## src/rtl/irq_status_agg.sv

```systemverilog
module irq_status_agg #(
  parameter int NBANK   = 4,
  parameter int NOTHER  = 6,
  parameter int DW      = 16,
  parameter int GEN_BIT = DW - 1
) (
  input  logic              clk,
  input  logic              rst_n,
  input  logic [NBANK-1:0]  bank_req,
  input  logic [NOTHER-1:0] src_pulse,
  input  logic              reg_we,
  input  logic              reg_addr,
  input  logic [DW-1:0]     reg_wdata,
  output logic [DW-1:0]     reg_rdata,
  output logic              host_irq
);
  localparam int NSRC = NBANK + NOTHER;

  logic [NOTHER-1:0] lat_q;
  logic [NSRC-1:0]   en_q;
  logic              gen_q;
  logic [NSRC-1:0]   status_vec;
  logic [DW-1:0]     st_word, mk_word;

  wire status_wr = reg_we && (reg_addr == 1'b0);
  wire mask_wr   = reg_we && (reg_addr == 1'b1);
  wire [NOTHER-1:0] clr_bits = status_wr ? reg_wdata[NSRC-1:NBANK] : '0;
  wire retrig = |clr_bits;

  assign status_vec = {lat_q, bank_req};
  wire any_pend = |(status_vec & en_q);

  always_ff @(posedge clk or negedge rst_n) begin
    if (!rst_n) begin
      lat_q <= '0;
    end else begin
      lat_q <= (lat_q & ~clr_bits) | src_pulse;
    end
  end

  always_ff @(posedge clk or negedge rst_n) begin
    if (!rst_n) begin
      en_q  <= '0;
      gen_q <= 1'b0;
    end else if (mask_wr) begin
      en_q  <= reg_wdata[NSRC-1:0];
      gen_q <= reg_wdata[GEN_BIT];
    end
  end

  always_ff @(posedge clk or negedge rst_n) begin
    if (!rst_n)      host_irq <= 1'b0;
    else if (retrig) host_irq <= 1'b0;
    else             host_irq <= gen_q && any_pend;
  end

  always_comb begin
    st_word = '0;
    st_word[NSRC-1:0] = status_vec;
    mk_word = '0;
    mk_word[NSRC-1:0] = en_q;
    mk_word[GEN_BIT] = gen_q;
  end

  assign reg_rdata = reg_addr ? mk_word : st_word;
endmodule

```

## config.mk

```make
export PLATFORM = sky130hd
export DESIGN_NAME = irq_status_agg
export DESIGN_NICKNAME = d
export VERILOG_FILES = /design/src/rtl/irq_status_agg.sv
export SDC_FILE = /design/constraint.sdc
export NUM_CORES = 1
export LEC_CHECK = 0
export CORE_ASPECT_RATIO = 1.4
export CORE_UTILIZATION = 41
export DETAILED_ROUTE_END_ITERATION = 8
export PLACE_DENSITY = 0.83
export SKIP_LAST_GASP = 1
export SYNTH_ARGS = -nofsm -noshare
export SYNTH_HDL_FRONTEND = slang
export SYNTH_SLANG_ARGS = --single-unit
```

## constraint.sdc

```tcl
create_clock -name clk -period 2.1 [get_ports clk]
set_clock_uncertainty 0.1 [all_clocks]
set_input_delay 0.42 -clock clk [delete_from_list [all_inputs] [get_ports clk]]
set_output_delay 0.42 -clock clk [all_outputs]
set_load 0.005 [all_outputs]
```

# ---- Yosys cells after proc, flatten, opt, wreduce, memory -nomap -nowiden
# Cells that the tools add are included.
dict set report totals {
  ff_bits 18
}
dict set report classes {
  muxes 3
  reduce_logical 5
  n_bitwise 5
}
# op n
set op_table {}
lappend op_table {{$mux 16} 1}
lappend op_table {{$and 10x10->10} 1}
lappend op_table {{$reduce_or 10->1} 1}
lappend op_table {{$and 6x6->6} 1}
lappend op_table {{$mux 6} 1}
lappend op_table {{$not 6->6} 1}
lappend op_table {{$or 6x6->6} 1}
lappend op_table {{$reduce_or 6->1} 1}
lappend op_table {{$logic_and 1x1->1} 3}
lappend op_table {{$mux 1} 1}
lappend op_table {{$not 1->1} 1}

# ---- Longest topological paths before layout
dict set report logic_depth {
  depth_word 6
  mapped_depth 3
  ltp_nobuf 3
}

# ---- Least setup slack after synthesis
# OpenSTA, ideal clock, no wires.
dict set report synth_path {
  path_type {input -> output}
  start {in reg_addr}
  end {out reg_rdata[0]}
  path_stages 2
  t_arrival_ns 0.953
  path_slack_ns 0.627
  n_path_buf 1
  t_required_ns 1.580
  cell_sequence {buf_2 > mux2_2}
}
dict set report synth_between {
  elab_chain_cells 1
}
# element line
set synth_lines {}
lappend synth_lines {{from (decl)} 12} ;# input logic reg_addr,
lappend synth_lines {{$mux 16} 65} ;# assign reg_rdata = reg_addr ? mk_word : st_word;
lappend synth_lines {{to (decl)} 14} ;# output logic [DW-1:0] reg_rdata,
# No other way between the ends.

# ---- Worst setup path in the final report
dict set report layout_path {
  start {in bank_req[2]}
  end {out reg_rdata[2]}
}
dict set report layout_between {
  elab_chain_cells 1
}
# element line
set layout_lines {}
lappend layout_lines {{from (decl)} 9} ;# input logic [NBANK-1:0] bank_req,
lappend layout_lines {{$mux 16} 65}
# No other way between the ends.

==> results_dict.tcl <==
set metrics [dict create \
    outcome "finished clean" \
    period_share_pct 98.2 \
    track_usage_pct 16.5 \
    die_y_um 57.5 \
    final-setup-viol-count 0 \
    tritoncts "yes" \
    cts_buffers 3 \
    cp.required_ns 1.58 \
    crit_path_frequent_cell "clkdlybuf4s50_1" \
    yosys_warnings 0 \
    clkSlewWorstSetupHoldPaths_ns 0.09 \
    h-tree-depth 1 \
    synth_common_cells "mux2_2 (21), dfrtp_1 (18), nand2_1 (7)" \
    max_freq_mhz 485 \
    hp-class "in2async" \
    grt_setup_unrepaired "false" \
    fp-row-count 19 \
    synth_async_sr_flop_share_pct 100 \
    crit_slowest_cell "clkdlybuf4s50_1" \
    grt_pass1_vias 723 \
    insertion_delay_ns 0.28 \
    die_area_um2 2390 \
    power.density_nw_per_um2 598 \
    cap_violations 0 \
    post-route-min-period_ns 2.06 \
    hold_buffers 0 \
    die_width_um 41.6 \
    layout-drive-gt1-share_pct 29.8 \
    antenna_found_initial 0 \
    dp_slack_ns -0.275 \
    cp_max_fo 2 \
    clockRootBuffer "clkbuf_4" \
    synth-edff-count 0 \
    fin_ws_ns 0.0385 \
    postSynthCellCount 71 \
    ys_ff_latch 18 \
    end_kind "output pin" \
    drc_errors 0 \
    syn_area_per_cell_um2 12.7 \
    gp_congestion 0.740 \
    synth_top_cell_by_area "dfrtp_1" \
    clock-sinks 18 \
    synth_seq_area_share_pct 50.0 \
    io_buffers 36 \
    crit_family "buffers and inverters" \
    dpl_cell_area_um2 1300 \
    detail-route-antenna-nets 0 \
    slew_viol_final 0 \
    clk_path_buf_depth 2 \
    nNetsFinal 146 \
    ys_types 15 \
    post-synth-top-count-cell "mux2_2" \
    pin_count 47 \
    critical_path_arrival_ns 1.54 \
    place_hpwl_um 1470 \
    design.core.area_um2 2020 \
    dr_total_vias 717 \
    antenna_cells 0 \
    crit_path_start_kind "input pin" \
    peakVddDrop_v 0.000404 \
    crit_type "in2out" \
    wl_um 1820 \
    grt-ovfl-total 0 \
    wl_per_cell_um 13.5 \
    drt_iter0_drc 8 \
    grt_pass1_wl_um 3050 \
    syn-cell-area_um2 901 \
    dr.pass1.iters 4 \
    leakage_nw 0.554 \
    via_per_inst 5.31 \
    design_area_um2 1330 \
    initial_core_util_pct 44.6 \
    area_growth_pct 47.9 \
    synthTopCellsByArea "dfrtp_1 (50%), mux2_2 (26%), a21o_1 (5.0%)" \
    ys.flop_type "dfrtp_1" \
    synthDominantCellAreaShare_pct 50.0 \
    cp_cell_sequence "clkdlybuf4s50_1 > mux2_2 > clkdlybuf4s50_1" \
    hold_viol 0 \
    grt_start_max_net_pins 19 \
    path_buf_inv 2 \
    slowest_delay_ns 0.44 \
]
-- power by group --
part	leakage, nW	internal, mW	switching, mW
logic	0.342	0.155	0.0686
registers	0.198	0.387	0.0281
clock network	0.0138	0.0665	0.0918
-- state kept, by name (all words and copies together), names as in the netlist --
| name | cells |
|---|---|
| en_q | 10 |
| gen_q | 1 |
| lat_q | 6 |
| host_irq | 1 |
-- per-stage QoR --
step                std cells  util [%]  hold slack [ns]  TNS [ns]  power [mW]
floorplan                  75         -           0.0244         0       0.516
global placement          131      64.3            0.382     -2.60       0.642
detailed placement        131      64.3            0.397     -2.61       0.650
CTS                       134      65.7            0.356         0       0.805
global route              135      65.9            0.367         0       0.845
finish                    135      65.9            0.351         0       0.797
-- cell usage in the layout, fill, tap and decap left out --
master,instances
clkdlybuf4s50_1,32
mux2_2,21
dfrtp_1,18
nand2_1,7
a21o_1,6
conb_1,5
buf_4,5
a22oi_1,3
clkbuf_4,3
a22o_1,2
dlygate4sd2_1,2
buf_6,2
nor2b_1,1
and2_1,1
nand3_1,1
or4_4,1
o31ai_2,1
o311a_1,1
clkbuf_2,1
dlymetal6s2s_1,1
-- cell families (layout without fill, tap and decap cells) --
family	after synthesis	after routing	share of synthesized area, %
other	1	5	0.416
AOI/OAI and AO/OA	13	13	11.9
muxes	21	21	26.3
DFF	18	18	50.0
and+or+nand+nor	11	11	6.11
buffers and inverters	7	46	5.28
-- metal layers --
layer,wire length [um],vias to the layer above,global-route usage [%]
met2,967,28,29.2
li1,-,334,-
met3,81,5,2.53
met4,34,0,8.29
met5,0,-,0
met1,737,350,18.9
-- what timing repair did --
action                                  CTS  global route
endpoints found under the setup margin   11             7
gates resized for setup                   6             2
setup buffers                             0             1
-- worst register-to-register path, cell delays in order (launching register included) --
cell and delay (ns):
dfrtp_1 0.41, a22oi_1 0.20, nand3_1 0.11, o311a_1 0.31
-- path summary, 6_finish.rpt --
| kind | start | to | slack [ns] | cells after the start |
|---|---|---|---|---|
| setup / recovery | bank_req[2] | reg_rdata[2] | 0.04 | 3 |
| min in group clk | lat_q[2]$_DFF_PN0_ | lat_q[2]$_DFF_PN0_ | 0.41 | 1 |
| setup reg to reg | en_q[6]$_DFFE_PN0P_ | host_irq$_DFF_PN0_ | 0.86 | 3 |
| max in group asynchronous | rst_n | en_q[4]$_DFFE_PN0P_ | 1.36 | 2 |
| hold reg to reg | lat_q[2]$_DFF_PN0_ | lat_q[2]$_DFF_PN0_ | 0.41 | 1 |
| hold / removal | rst_n | lat_q[4]$_DFF_PN0_ | 0.35 | 2 |
-- layout make-up --
| type | count | area, um^2 |
|---|---|---|
| clock buffer | 3 | 22.5 |
| multi-input combinational | 50 | 418 |
| sequential | 18 | 450 |
| fill | 158 | 688 |
| tap | 21 | 26.3 |
| timing repair buffer | 43 | 415 |
Note: power is estimated with default switching activity, not from simulation.
